**src/rtl/spi_fm_pkg.sv**
```systemverilog
package spi_fm_pkg;

    typedef enum logic [1:0] {
        FS_IDLE  = 2'd0,
        FS_SHIFT = 2'd1,
        FS_TAIL  = 2'd2,
        FS_GAP   = 2'd3
    } fsm_e;

    function automatic logic pol_of(input logic [1:0] m);
        return m[1];
    endfunction

    function automatic logic pha_of(input logic [1:0] m);
        return m[0];
    endfunction

endpackage

```
**src/rtl/spi_fm_fifo.sv**
```systemverilog
module spi_fm_fifo #(
    parameter int W     = 8,
    parameter int DEPTH = 4
) (
    input  logic         clk,
    input  logic         rst_n,
    input  logic         in_valid,
    input  logic [W-1:0] in_data,
    output logic         in_ready,
    input  logic         pop,
    output logic [W-1:0] out_data,
    output logic         empty
);
    localparam int AW = $clog2(DEPTH);

    typedef struct packed {
        logic [AW:0] wp;
        logic [AW:0] rp;
    } ptr_t;

    ptr_t ptr_d, ptr_q;
    logic [W-1:0] mem_q [DEPTH];
    logic full;
    logic push;

    always_comb begin
        full     = (ptr_q.wp[AW] != ptr_q.rp[AW]) &&
                   (ptr_q.wp[AW-1:0] == ptr_q.rp[AW-1:0]);
        empty    = (ptr_q.wp == ptr_q.rp);
        in_ready = !full;
        push     = in_valid && !full;
        out_data = mem_q[ptr_q.rp[AW-1:0]];
        ptr_d    = ptr_q;
        if (push) ptr_d.wp = ptr_q.wp + 1'b1;
        if (pop && !empty) ptr_d.rp = ptr_q.rp + 1'b1;
    end

    always_ff @(posedge clk or negedge rst_n) begin
        if (!rst_n) ptr_q <= '0;
        else        ptr_q <= ptr_d;
    end

    always_ff @(posedge clk) begin
        if (push) mem_q[ptr_q.wp[AW-1:0]] <= in_data;
    end

endmodule

```
**src/rtl/spi_fm_tick.sv**
```systemverilog
module spi_fm_tick #(
    parameter int DIV_W = 8
) (
    input  logic             clk,
    input  logic             rst_n,
    input  logic             idle,
    input  logic [DIV_W-1:0] div,
    output logic             tick
);
    typedef struct packed {
        logic [DIV_W-1:0] cnt;
        logic [DIV_W-1:0] lim;
    } tk_t;

    tk_t tk_d, tk_q;

    always_comb begin
        tk_d = tk_q;
        tick = !idle && (tk_q.cnt == tk_q.lim - 1'b1);
        if (idle) begin
            tk_d.cnt = '0;
            tk_d.lim = (div == '0) ? DIV_W'(1) : div;
        end else if (tick) begin
            tk_d.cnt = '0;
        end else begin
            tk_d.cnt = tk_q.cnt + 1'b1;
        end
    end

    always_ff @(posedge clk or negedge rst_n) begin
        if (!rst_n) tk_q <= '{cnt: '0, lim: DIV_W'(1)};
        else        tk_q <= tk_d;
    end

endmodule

```
**src/rtl/spi_fm_engine.sv**
```systemverilog
module spi_fm_engine
    import spi_fm_pkg::*;
#(
    parameter int W = 8
) (
    input  logic         clk,
    input  logic         rst_n,
    input  logic         tick,
    input  logic [1:0]   mode_in,
    input  logic         q_empty,
    input  logic [W-1:0] q_data,
    output logic         pop,
    input  logic         miso,
    output logic         mosi,
    output logic         sclk,
    output logic         ss_n,
    output logic [W-1:0] rx_data,
    output logic         rx_valid,
    output logic         active
);
    localparam int HW = $clog2(2 * W);
    localparam logic [HW-1:0] LAST_H  = HW'(2 * W - 1);
    localparam logic [HW-1:0] LAST_S0 = HW'(2 * W - 2);

    typedef struct packed {
        fsm_e         st;
        logic [HW-1:0] half;
        logic         left;
        logic         cont;
        logic [1:0]   mode;
        logic [W-1:0] sh;
        logic [W-1:0] rsh;
        logic         mosi;
        logic [W-1:0] rx_data;
        logic         rx_valid;
    } eng_t;

    eng_t e_d, e_q;
    logic pha, start, samp, drv, last, samp_last, more;

    always_comb begin
        e_d          = e_q;
        e_d.rx_valid = 1'b0;
        pop          = 1'b0;
        pha          = pha_of(e_q.mode);
        start        = 1'b0;
        samp         = 1'b0;
        drv          = 1'b0;
        last         = 1'b0;
        samp_last    = 1'b0;
        more         = !q_empty;
        unique case (e_q.st)
            FS_IDLE: begin
                e_d.mode = mode_in;
                pha      = pha_of(mode_in);
                start    = more;
            end
            FS_SHIFT: if (tick) begin
                last      = (e_q.half == LAST_H);
                samp      = pha ? e_q.half[0] : !e_q.half[0];
                drv       = pha ? !e_q.half[0] : (e_q.half[0] && !last);
                samp_last = samp && (e_q.half == (pha ? LAST_H : LAST_S0));
                e_d.half  = e_q.half + 1'b1;
                if (samp) e_d.rsh = {e_q.rsh[W-2:0], miso};
                if (samp_last) begin
                    e_d.rx_data  = {e_q.rsh[W-2:0], miso};
                    e_d.rx_valid = 1'b1;
                    e_d.cont     = more;
                end
                if (drv) begin
                    e_d.mosi = e_q.sh[W-1];
                    e_d.sh   = {e_q.sh[W-2:0], 1'b0};
                end
                if (last) begin
                    if (pha && more) begin
                        start = 1'b1;
                    end else begin
                        e_d.st   = FS_TAIL;
                        e_d.left = pha;
                    end
                end
            end
            FS_TAIL: if (tick) begin
                if (e_q.left) begin
                    e_d.left = 1'b0;
                end else if (!pha && e_q.cont) begin
                    e_d.st   = FS_GAP;
                    e_d.left = 1'b1;
                end else begin
                    e_d.st = FS_IDLE;
                end
            end
            FS_GAP: if (tick) begin
                if (e_q.left) e_d.left = 1'b0;
                else          start    = 1'b1;
            end
            default: e_d.st = FS_IDLE;
        endcase
        if (start) begin
            pop      = 1'b1;
            e_d.st   = FS_SHIFT;
            e_d.half = '0;
            if (!pha) begin
                e_d.mosi = q_data[W-1];
                e_d.sh   = {q_data[W-2:0], 1'b0};
            end else begin
                e_d.sh = q_data;
            end
        end
    end

    always_ff @(posedge clk or negedge rst_n) begin
        if (!rst_n) begin
            e_q <= '{st: FS_IDLE, half: '0, left: 1'b0, cont: 1'b0, mode: 2'b00,
                     sh: '0, rsh: '0, mosi: 1'b0, rx_data: '0, rx_valid: 1'b0};
        end else begin
            e_q <= e_d;
        end
    end

    assign sclk     = pol_of(e_q.mode) ^ ((e_q.st == FS_SHIFT) && e_q.half[0]);
    assign ss_n     = (e_q.st == FS_IDLE) || (e_q.st == FS_GAP);
    assign mosi     = e_q.mosi;
    assign rx_data  = e_q.rx_data;
    assign rx_valid = e_q.rx_valid;
    assign active   = (e_q.st != FS_IDLE);

endmodule

```
**src/rtl/spi_framed_master.sv**
```systemverilog
module spi_framed_master #(
    parameter int WORD_W     = 8,
    parameter int FIFO_DEPTH = 4,
    parameter int DIV_W      = 8
) (
    input  logic              clk,
    input  logic              rst_n,
    input  logic [1:0]        mode,
    input  logic [DIV_W-1:0]  clk_div,
    input  logic [WORD_W-1:0] tx_data,
    input  logic              tx_valid,
    output logic              tx_ready,
    output logic [WORD_W-1:0] rx_data,
    output logic              rx_valid,
    output logic              busy,
    output logic              sclk,
    output logic              ss_n,
    output logic              mosi,
    input  logic              miso
);
    logic              q_empty;
    logic [WORD_W-1:0] q_data;
    logic              pop;
    logic              tick;
    logic              active;

    spi_fm_fifo #(.W(WORD_W), .DEPTH(FIFO_DEPTH)) u_fifo (
        .clk(clk), .rst_n(rst_n),
        .in_valid(tx_valid), .in_data(tx_data), .in_ready(tx_ready),
        .pop(pop), .out_data(q_data), .empty(q_empty)
    );

    spi_fm_tick #(.DIV_W(DIV_W)) u_tick (
        .clk(clk), .rst_n(rst_n), .idle(!active), .div(clk_div), .tick(tick)
    );

    spi_fm_engine #(.W(WORD_W)) u_eng (
        .clk(clk), .rst_n(rst_n), .tick(tick), .mode_in(mode),
        .q_empty(q_empty), .q_data(q_data), .pop(pop),
        .miso(miso), .mosi(mosi), .sclk(sclk), .ss_n(ss_n),
        .rx_data(rx_data), .rx_valid(rx_valid), .active(active)
    );

    assign busy = active || !q_empty;

endmodule

```
**config.mk**
```make
export PLATFORM = sky130hd
export DESIGN_NAME = spi_framed_master
export DESIGN_NICKNAME = d
export VERILOG_FILES = /design/src/rtl/spi_fm_pkg.sv /design/src/rtl/spi_fm_fifo.sv /design/src/rtl/spi_fm_tick.sv /design/src/rtl/spi_fm_engine.sv /design/src/rtl/spi_framed_master.sv
export SDC_FILE = /design/constraint.sdc
export NUM_CORES = 1
export LEC_CHECK = 0
export BUFFER_PORTS_ARGS = -buffer_cell sky130_fd_sc_hd__buf_2
export CAP_MARGIN = 15
export CORE_UTILIZATION = 64
export CTS_CLUSTER_DIAMETER = 50
export DETAILED_ROUTE_END_ITERATION = 8
export MAX_ROUTING_LAYER = met4
export PLACE_DENSITY = 0.85
export RECOVER_POWER = 25
export SLEW_MARGIN = 20
export SYNTH_ARGS = -nofsm -noshare
export SYNTH_HDL_FRONTEND = slang
export SYNTH_SLANG_ARGS = --single-unit
```
**constraint.sdc**
```tcl
create_clock -name clk -period 4.9 [get_ports clk]
set_input_delay 0.245 -clock clk [delete_from_list [all_inputs] [get_ports clk]]
set_output_delay 0.245 -clock clk [all_outputs]
set_load 0.1 [all_outputs]
```
Yosys cells after proc, flatten, opt, wreduce, memory -nomap -nowiden --
Memory sizes are Yosys's and may differ from the RTL's. Index checks and enable logic that the tools add are counted.
Storage, ports and cells: memories 1, bits of input ports 22, memory bits (writable) 32, bits in registers 58, output and inout port bits 14, word-level logic and storage cells 113
Cells by class: reduce and logical (&&, ||, !) cells 30, bitwise logic cells 1, $add $sub $neg 5, mux-type cells 43, eq/ne operators 19
Memories:
- u_fifo.mem_q | words 4, bits a word 8, read ports 1, clocked after memory_dff 0, write ports 1, line spi_fm_fifo.sv:22 | logic [W-1:0] mem_q [DEPTH];
Operator list (count):
- two-way mux 8 bit | 8
- two-way mux 26 bit | 2
- two-way mux 1 bit | 22
- AND reduction 6 bit | 2
- two-way mux 2 bit | 5
- logical AND 1 bit | 9
- two-way mux 9 bit | 1
- inequality test 3 x 2 -> 1 bit (second input constant) | 3
- AND reduction 3 bit | 3
- adder 8 x 1 -> 8 bit (second input constant) | 1
- == test 8 bit | 1
- logical NOT 8 bit | 1
- inequality test 2 bit (second input constant) | 4
- nonzero test 2 bit | 4
- subtractor 8 x 1 -> 8 bit (second input constant) | 1
- adder 3 x 1 -> 3 bit (second input constant) | 2
- two-way mux 6 bit | 1
- one-hot mux 1 bit (3 select lines) | 2
- nonzero test 3 bit | 2
- logical NOT 1 bit | 5
- adder 4 x 1 -> 4 bit (second input constant) | 1
- == test 2 bit (second input constant) | 2
- == test 4 bit | 1
- == test 4 bit (second input constant) | 1
- other kinds (13) | 14

Longest topological paths before layout --
Gate-level depths: netlist (run 1).
depth in word-level cells 9, mapped depth 10

By module --
Synthesis (run 1) repeated with hierarchy kept, for this count alone.
Second synthesis, totals: cells, all modules 340, area, all modules 4524.3 µm²
By module, submodules not included:
- spi_fm_engine | area an instance 1933.1 µm², seq. area each 875.8 µm², instances 1, cells an instance 157
- spi_fm_fifo | area an instance 1635.3 µm², seq. area each 1111.1 µm², instances 1, cells an instance 89
- spi_fm_tick | area an instance 945.9 µm², seq. area each 401.6 µm², instances 1, cells an instance 92
- spi_framed_master | area an instance 10.0 µm², seq. area each 0.0 µm², instances 1, cells an instance 2

Worst setup path after synthesis (run 1) --
No wires, ideal clock.
path type register to register, start register u_tick.tk_q[0] in the netlist's numbering, end register u_fifo.ptr_q[1] in the netlist's numbering, data arrival time 2.561 ns, required time 4.772 ns, path slack 2.212 ns, stages on the path, launching flop included 9, path buffers 0, library setup time 0.128 ns, clock period less this slack 2.688 ns, cell sequence dfstp_2 -> inv_1 -> ha_1 -> xnor2_1 -> a2111oi_2 -> nand4_4 -> o31a_1 -> nor2_2 -> mux2_1
On the way: word-level cells in the longest chain between the ends 7, elaborated cells between the ends (all ways) 8, classes of those cells 1 x add/sub; 1 x eq/ne; 4 x mux; 2 x reduce/logical
RTL lines:
- start, declared | line spi_fm_tick.sv:15 | tk_t tk_d, tk_q;
- start signal, assigned | line spi_fm_tick.sv:31 | if (!rst_n) tk_q <= '{cnt: '0, lim: DIV_W'(1)};
- start signal, assigned | line spi_fm_tick.sv:32 | else tk_q <= tk_d;
- subtractor 8 x 1 -> 8 bit (*) | line spi_fm_tick.sv:19 | tick = !idle && (tk_q.cnt == tk_q.lim - 1'b1);
- == test 8 bit (*) | line spi_fm_tick.sv:19
- logical AND 1 bit (*) | line spi_fm_tick.sv:19
- two-way mux 1 bit (on tied branches) | line spi_fm_engine.sv:93, spi_fm_engine.sv:58
- one-hot mux 1 bit (3 select lines) (*) | line spi_fm_engine.sv:52 | unique case (e_q.st)
- two-way mux 1 bit (*) | line spi_fm_engine.sv:99 | if (start) begin
- logical AND 1 bit (*) | line spi_fm_fifo.sv:35 | if (pop && !empty) ptr_d.rp = ptr_q.rp + 1'b1;
- end signal, assigned | line spi_fm_fifo.sv:40 | else ptr_q <= ptr_d;
- end, declared | line spi_fm_fifo.sv:21 | ptr_t ptr_d, ptr_q;
Mark *: on every way between the ends. The rest lies on a longest branch, timed or not. A chain may end at the register's enable or synchronous reset.

Final worst setup path (run 1) --
start register u_eng.e_q[34] in the netlist's numbering, end register u_fifo.ptr_q[2] in the netlist's numbering
On the way: word-level cells in the longest chain between the ends 6, elaborated cells between the ends (all ways) 10, classes of those cells 2 x eq/ne; 4 x mux; 4 x reduce/logical
RTL lines:
- start, declared | line spi_fm_engine.sv:38 | eng_t e_d, e_q;
- start signal, assigned | line spi_fm_engine.sv:114 | e_q <= '{st: FS_IDLE, half: '0, left: 1'b0, cont: 1'b0, mode: 2'b00,
- nonzero test 2 bit | line spi_fm_engine.sv:126 | assign active = (e_q.st != FS_IDLE);
- logical AND 1 bit | line spi_fm_tick.sv:19
- two-way mux 1 bit (on tied branches) | line spi_fm_engine.sv:93, spi_fm_engine.sv:58
- one-hot mux 1 bit (3 select lines) (*) | line spi_fm_engine.sv:52
- two-way mux 1 bit (*) | line spi_fm_engine.sv:99
- logical AND 1 bit (*) | line spi_fm_fifo.sv:35
Marked as above.

==> results of run 1 <==
==> worst min-delay path: cells and delay by family <==
family,cells,cell delay (ns)
simple gates,1,0.04
buf+inv,1,0.09
compound gates,1,0.06
==> Yosys cell counts (9+ instances only) <==
master    count  area, um2
and3_1       11       68.8
buf_4         9       67.6
dfrtp_1      56       1400
edfxtp_1     32        961
ha_1         14        175
inv_1        13       48.8
mux2_2       16        180
mux2i_1      10        100
nand2_1      17       63.8
nand3_1      11       55.1
nor2_1       18       67.6
o21ai_0       9       45.0
xnor2_1      16        140
xor2_1       10       87.6
==> metrics by stage <==
stage	util	std cells	hold slack (ns)	worst slack, ns
finish	0.731	439	0.119	1.63
global route	0.731	439	0.129	1.30
CTS	0.733	439	0.0462	1.61
detailed placement	0.700	423	0.423	1.64
global placement	0.700	423	0.416	1.84
floorplan	-	326	-0.0506	2.21
==> kinds of logic after synthesis <==
family / count (synthesis) / synth area share
adders and majority gates: 14 / 0.0404
buffers and inverters: 29 / 0.0337
AOI/OAI and AO/OA: 33 / 0.0545
muxes: 49 / 0.152
and+or+nand+nor: 86 / 0.117
DFF: 89 / 0.550
xor gates and xnor gates: 26 / 0.0525
==> metal layers <==
layer,up-vias,share of wire,routed length [um]
met2,66,0.48,3470
met4,0,0.019,138
met1,1229,0.46,3310
met5,-,0,0
li1,1232,-,-
met3,12,0.037,268
==> sequential cells by signal (all words and copies together) (netlist names) <==
signal / count
u_fifo.mem_q: 32
u_eng.e_q: 25
u_eng.mosi: 1
u_fifo.ptr_q: 6
u_eng.rx_data: 8
u_eng.rx_valid: 1
u_tick.tk_q: 16
==> worst min-delay path by stage <==
stage                          start               end  slack (ns)
after floorplan                rst_n     u_eng.e_q[10]       -0.05
after global placement         rst_n     u_eng.e_q[29]        0.42
after detailed placement       rst_n     u_eng.e_q[29]        0.42
after CTS                      rst_n  u_eng.rx_data[2]        0.05
after global routing      clk_div[2]    u_tick.tk_q[2]        0.13
final                     clk_div[2]    u_tick.tk_q[2]        0.12
==> power by group through the flow <==
stage,combinational (mW),clock [mW],sequential [mW]
after floorplan,0.370,0,1.02
after global placement,0.474,0,1.02
after detailed placement,0.498,0,1.03
after CTS,0.502,0.527,1.01
after global routing,0.549,0.553,1.03
final,0.496,0.516,1.01
==> final cells by class <==
cell class / instances / area (um2)
clock buffers: 9 / 124
fillers: 428 / 1740
repair buffers: 36 / 169
inverters: 13 / 48.8
well taps: 77 / 96.3
multi-input cells: 208 / 1810
flip-flops and latches: 89 / 2390
clock inverters: 7 / 86.3
==> results by group, run 1 <==
Global routing
  • Global-route usage over all layers: 0.234
  • Met2 Usage GRT: 0.365
  • Vias in the first global route: 2691
  • Initial antenna violation count: 0
  • Gr busiest metal: met2
  • Global-route wire length before repair: 12500 um
  • Pin count of the biggest net entering global routing: 58
  • GR Layer Usage met3: 0.0433
  • Total grt overflow: 0
  • Met1 usage: 0.308

Layout
  • Most frequent cells in the layout: dfrtp_1, edfxtp_1, buf_2
  • Fin area: 4720 um2
  • Fraction of layout cells with a size suffix above 1: 0.246
  • Final nets: 393
  • Area grow syn2layout: 8.71%
  • Commonest non-fill, non-tap cell in the layout: dfrtp_1
  • # diodes: 0

Place
  • Post-DP HPWL: 5140 um
  • GPL Wtd Cong: 0.922
  • Post-DP Area: 4520 um2
  • IO buf count: 35

Worst setup path
  • Reg2reg path depth: 7
  • Worst setup path endpoint: u_fifo.ptr_q[2]
  • Worst EP required: 5.17 ns
  • Crit Path Max Fanout: 23
  • Critical path cell sequence: inv_1 -> ha_1 -> a2111oi_2 -> nand4_4 -> o31ai_4 -> and3_1 -> xor2_1
  • Reg-to-Reg End: u_fifo.ptr_q[2]
  • Slowest stage cell, crit path: o31ai_4
  • Type of origin of the critical path: flop
  • Max incr delay on CP: 0.79 ns
  • CP endpoint kind: flop
  • Buf/Inv on CP: 1
  • Worst path depth: 7
  • Arr. time, crit path: 3.54 ns
  • CP delay by family, top: compound AO/OA/AOI/OAI gates
  • Crit path from: u_eng.e_q[34]
  • Critical path class: reg -> reg
  • FF-to-FF setup slack: 1.63 ns
  • Reg-to-reg startpoint: u_eng.e_q[34]

Power
  • Net switching power: 0.684 mW
  • Gate power share: 0.245
  • VDD IR max: 0.421 mV
  • Leakage: 2.00 nW
  • Design Power: 2.03 mW
  • Reg power frac: 0.500
  • Cell Pwr Density: 429 nW/um2
  • Clock share of power: 0.255
  • Sw frac: 0.338
  • Pint: 1.34 mW

Clock network
  • H-tree Lvls: 3
  • Clock Path Buffers: 2
  • CTS root buf: clkbuf_8
  • Clock-pin slew on the worst setup and hold paths: 0.09 ns
  • Cts repair resizes: 0
  • CTS tree: done
  • CTS sink count: 89
  • CTS Buf Count: 9
  • Post-CTS Setup Inserts: 0
  • Hold buffers post-CTS: 0
  • Worst-Skew Late Latency: 0.34 ns

Timing
  • Setup violators final: 0
  • RSZ-0062 raised after global routing: no
  • Worst-Margin Slew: 2.94 ns
  • Max Slew Vio Count: 58
  • Crit path time final: 3.27 ns
  • Total negative slack: 0 ns
  • FMAX: 0.305 GHz
  • Tcrit/Tclk final: 0.668
  • Setup Skew: 0.00576 ns
  • Hold Vio Cnt, Final: 0
  • Rel. slew slack: -0.962

Synth
  • Mapped Area: 4340 um2
  • Count of cell types in the netlist: 53
  • Syn Nets: 362
  • Sequential fraction of the synthesis area: 0.550
  • Yosys reg bits: 89
  • Ys flop type: dfrtp_1
  • Post-synth EDFFs: 32
  • Mapped Cells: 326
  • Post-synth ARST share: 0.640
  • Mean Syn Cell Area: 13.3 um2
  • Synth warn: 0

Drt
  • Routed Antenna Nets: 0
  • Avg Vias per Cell: 5.78
  • DR DRC count: 1
  • Vias: 2539
  • Detailed Routing Iterations Pass 1: 8
  • Post-Route WL: 7180 um
  • DR iter-0 viols: 188
  • Drt wl/cell: 16.4 um

Floorplanning
  • Die Area: 7110 um2
  • Floorplan row count: 29
  • Die height: 84.4 um
  • Horiz. Die Dim: 84.4 um
  • Core box area: 6460 um2
  • I/O pin cnt: 36
  • Starting density of the core: 0.672

Worst hold path
  • Hold Path Stages: 3
  • Hold/Removal Path Class: in -> reg

Run status
  • Status: finished with violations
  • Failing checks: DRC, capacitance limit, slew limit

Run
  • # Max-Cap Violations: 1
No activity file was read; power rests on OpenSTA's default activity.
==> inputs of run 2 (changes only) <==
--- a/config.mk
+++ b/config.mk
@@ -5,13 +5,14 @@
 export SDC_FILE = /design/constraint.sdc
 export NUM_CORES = 1
 export LEC_CHECK = 0
+export ABC_AREA = 1
 export BUFFER_PORTS_ARGS = -buffer_cell sky130_fd_sc_hd__buf_2
 export CAP_MARGIN = 15
-export CORE_UTILIZATION = 64
+export CORE_UTILIZATION = 54
 export CTS_CLUSTER_DIAMETER = 50
 export DETAILED_ROUTE_END_ITERATION = 8
 export MAX_ROUTING_LAYER = met4
-export PLACE_DENSITY = 0.85
+export PLACE_DENSITY = 0.76
 export RECOVER_POWER = 25
 export SLEW_MARGIN = 20
 export SYNTH_ARGS = -nofsm -noshare
==> constraint.sdc (replaced) <==
create_clock -name clk -period 2.7 [get_ports clk]
set_input_delay 0.135 -clock clk [delete_from_list [all_inputs] [get_ports clk]]
set_output_delay 0.135 -clock clk [all_outputs]
set_load 0.1 [all_outputs]
==> run 2 against run 1 <==
  * The run now ends clean
  * Register-to-register slack worse by 1.4 ns
  * Die area increased by 21%
  * Critical path type unchanged
  * Highest routed layer unchanged
  * Critical path depth up 9
  * Global-route usage fell by 1.8 points
  * Synthesized cell count rose by 53%
  * Wire length increased by 18%
  * Clock power grew 94%
==> results by group, run 2 <==
Synth
  • Post-synth EDFFs: 32 (unchanged)
  • Area contributors post-synth: dfrtp_1, edfxtp_1, nand2_1, nand3_1, nor2_1 (was dfrtp_1, edfxtp_1, mux2_2, mux4_2, ha_1)
  • Post-synth ARST share: 0.640 (unchanged)
  • Ys flop type: dfrtp_1 (unchanged)
  • Count of cell types in the netlist: 38 (was 53)
  • Synth warn: 0 (unchanged)
  • Syn Nets: 535 (was 362)
  • Synth area leader: dfrtp_1 (unchanged)
  • Post-synth top area share: 0.316 (was 0.323)
  • Yosys reg bits: 89 (unchanged)
  • Mapped Area: 4440 um2 (was 4340 um2)
  • Mapped Cells: 499 (was 326)
  • Sequential fraction of the synthesis area: 0.539 (was 0.550)
  • Synth cell count leaders: nand2_1, dfrtp_1, nand3_1, nor2_1, inv_1 (was dfrtp_1, edfxtp_1, nor2_1, nand2_1)
  • Mean Syn Cell Area: 8.89 um2 (was 13.3 um2)
  • Most common cell in the netlist: nand2_1 (was dfrtp_1)

Worst setup path
  • CP endpoint kind: flop (unchanged)
  • Type of origin of the critical path: flop (unchanged)
  • Cell mode on critical path: nand2_1
  • Arr. time, crit path: 2.79 ns (was 3.54 ns)
  • Crit Path Max Fanout: 11 (was 23)
  • CP delay by family, top: simple AND/OR/NAND/NOR gates (was compound AO/OA/AOI/OAI gates)
  • Max incr delay on CP: 0.56 ns (was 0.79 ns)
  • Slowest stage cell, crit path: dfstp_2 (was o31ai_4)
  • Worst EP required: 2.98 ns (was 5.17 ns)
  • Critical path cell sequence: inv_1 -> ha_1 -> nand2_1 -> nand2_1 -> nor2_1 -> nand2_1 -> nor2_1 -> nand3_1 -> nor2_4 -> nand3_4 -> inv_4 -> nand2_4 -> nor2_8 -> buf_4 -> nand2_1 -> o21ai_1 (was inv_1 -> ha_1 -> a2111oi_2 -> nand4_4 -> o31ai_4 -> and3_1 -> xor2_1)
  • FF-to-FF setup slack: 0.19 ns (was 1.63 ns)
  • Critical path class: reg -> reg (unchanged)
  • Buf/Inv on CP: 3 (was 1)

Timing
  • Tcrit/Tclk final: 0.931 (was 0.668)
  • Total negative slack: 0 ns (unchanged)
  • Crit path time final: 2.51 ns (was 3.27 ns)
  • Worst-Margin Slew: 1.36 ns (was 2.94 ns)
  • Hold Vio Cnt, Final: 0 (unchanged)
  • Hold slack: 0.0112 ns (was 0.119 ns)
  • Setup violators final: 0 (unchanged)
  • FMAX: 0.398 GHz (was 0.305 GHz)
  • Max Slew Vio Count: 0 (was 58)
  • Setup Skew: 0.00910 ns (was 0.00576 ns)
  • Rel. slew slack: 0.0933 (was -0.962)

Layout
  • Commonest non-fill, non-tap cell in the layout: nand2_1 (was dfrtp_1)
  • # diodes: 0 (unchanged)
  • Max reg flops: 32 (unchanged)
  • Area grow syn2layout: 13.9% (was 8.71%)
  • Most frequent cells in the layout: nand2_1, dfrtp_1, nand3_1 (was dfrtp_1, edfxtp_1, buf_2)
  • Final nets: 586 (was 393)
  • Fraction of layout cells with a size suffix above 1: 0.126 (was 0.246)

Clock network
  • Worst-Skew Late Latency: 0.35 ns (was 0.34 ns)
  • CTS tree: done (unchanged)
  • Clock-pin slew on the worst setup and hold paths: 0.09 ns (about the same)
  • CTS sink count: 89 (unchanged)
  • CTS root buf: clkbuf_8 (unchanged)
  • H-tree Lvls: 3 (unchanged)
  • Clock Path Buffers: 2 (unchanged)
  • CTS Buf Count: 9 (unchanged)

Worst hold path
  • Hold/Removal Path Class: in -> reg (unchanged)

Drt
  • Detailed Routing Iterations Pass 1: 4 (was 8)
  • Post-Route WL: 8500 um (was 7180 um)
  • DR iter-0 viols: 195 (was 188)
  • Routed Antenna Nets: 0 (unchanged)
  • DR DRC count: 0 (was 1)
  • Drt wl/cell: 12.9 um (was 16.4 um)
  • Avg Vias per Cell: 5.13 (was 5.78)
  • Vias: 3373 (was 2539)

Place
  • Post-DP HPWL: 5940 um (was 5140 um)
  • IO buf count: 35 (unchanged)
  • GPL Wtd Cong: 0.947 (was 0.922)

Power
  • VDD IR max: 0.523 mV (was 0.421 mV)
  • Leakage: 2.37 nW (was 2.00 nW)
  • Cell Pwr Density: 735 nW/um2 (was 429 nW/um2)

Global routing
  • Initial antenna violation count: 0 (unchanged)
  • Global-route usage over all layers: 0.217 (was 0.234)
  • Global-route wire length before repair: 14100 um (was 12500 um)
  • Pin count of the biggest net entering global routing: 35 (was 58)
  • Vias in the first global route: 3217 (was 2691)
  • Total grt overflow: 0 (unchanged)

Floorplanning
  • Die height: 92.6 um (was 84.4 um)
  • Die Area: 8580 um2 (was 7110 um2)
  • Core box area: 7850 um2 (was 6460 um2)
  • Horiz. Die Dim: 92.6 um (was 84.4 um)
  • Floorplan row count: 32 (was 29)
  • I/O pin cnt: 36 (unchanged)
  • Starting density of the core: 0.565 (was 0.672)

Run
  • # Max-Cap Violations: 0 (was 1)

Run status
  • Status: finished clean (was finished with violations)
==> run 2: cell types whose count changed in the layout (fill, tap and decap cells not counted), sizes merged, moves of 10 or more <==
| cell | before | now |
|---|---|---|
| mux2i | 10 | 0 |
| and3 | 11 | 0 |
| xnor2 | 16 | 4 |
| dlygate4sd3 | 0 | 15 |
| nand2 | 17 | 134 |
| a21oi | 2 | 21 |
| nand3 | 11 | 51 |
| nor2 | 21 | 54 |
| o21ai | 17 | 27 |
| inv | 16 | 54 |
| mux2 | 31 | 0 |
==> run 2: layout make-up <==
type	count	area, um2
repair buffers	59	382
flip-flops and latches	89	2390
clock inverters	7	98.8
well taps	102	128
fillers	685	2790
multi-input cells	337	1720
clock buffers	9	124
inverters	54	209
==> run 2: cells by family (layout without fill, tap and decap cells) <==
group / Yosys count / in the layout / synth area share
AOI/OAI and AO/OA: 58 / 58 / 0.0753
xor gates and xnor gates: 12 / 12 / 0.0237
adders and majority gates: 14 / 14 / 0.0395
buffers and inverters: 73 / 129 / 0.0739
DFF: 89 / 89 / 0.539
and+or+nand+nor: 253 / 253 / 0.249
==> run 2: final timing paths <==
kind | from | to | cells after the start
worst max register to register | u_tick.tk_q[0] | u_eng.e_q[28] | 16
worst min register to register | u_eng.rx_data[5] | u_eng.rx_data[5] | 2
worst min-delay path | mode[1] | u_eng.e_q[27] | 3
worst max-delay path | u_tick.tk_q[0] | u_eng.e_q[28] | 16
max in group asynchronous | rst_n | u_eng.e_q[33] | 3
min in group asynchronous | rst_n | u_tick.tk_q[5] | 2
==> run 2: per-stage QoR <==
step / std cells / area, um2 / setup slack [ns] / power (mW) / utilization
after CTS: 655 / 5050 / 0.151 / 3.74 / 0.643
final: 657 / 5050 / 0.185 / 3.72 / 0.644
after floorplan: 499 / 4440 / 0.00440 / 2.49 / -
after global placement: 624 / 4670 / 0.259 / 2.69 / 0.596
after detailed placement: 624 / 4670 / 0.166 / 2.73 / 0.596
after global routing: 657 / 5050 / -0.00288 / 3.93 / 0.644
==> run 2: what timing repair did <==
action,CTS,global route
setup buffers,0,2
hold endpoints to repair,60,0
hold buffers,15,0
gates resized for setup,0,2
setup endpoints to repair,0,5
==> run 2: report_power, final <==
group | total, mW | internal (mW) | switching (mW)
combinational | 0.884 | 0.300 | 0.584
sequential | 1.83 | 1.66 | 0.163
clock | 1.00 | 0.528 | 0.476
==> run 2: tightest hold or removal path, cell delays in order <==
cell and delay [ns]:
buf_2 0.08, nand2_1 0.05, o21ai_0 0.06
==> run 2: routing by layer <==
layer	up-vias	GRT usage	routed length, um
met2	65	0.363	4210
met5	-	-	0
li1	1725	-	-
met3	12	0.0435	268
met4	0	0.0744	116
met1	1571	0.263	3910
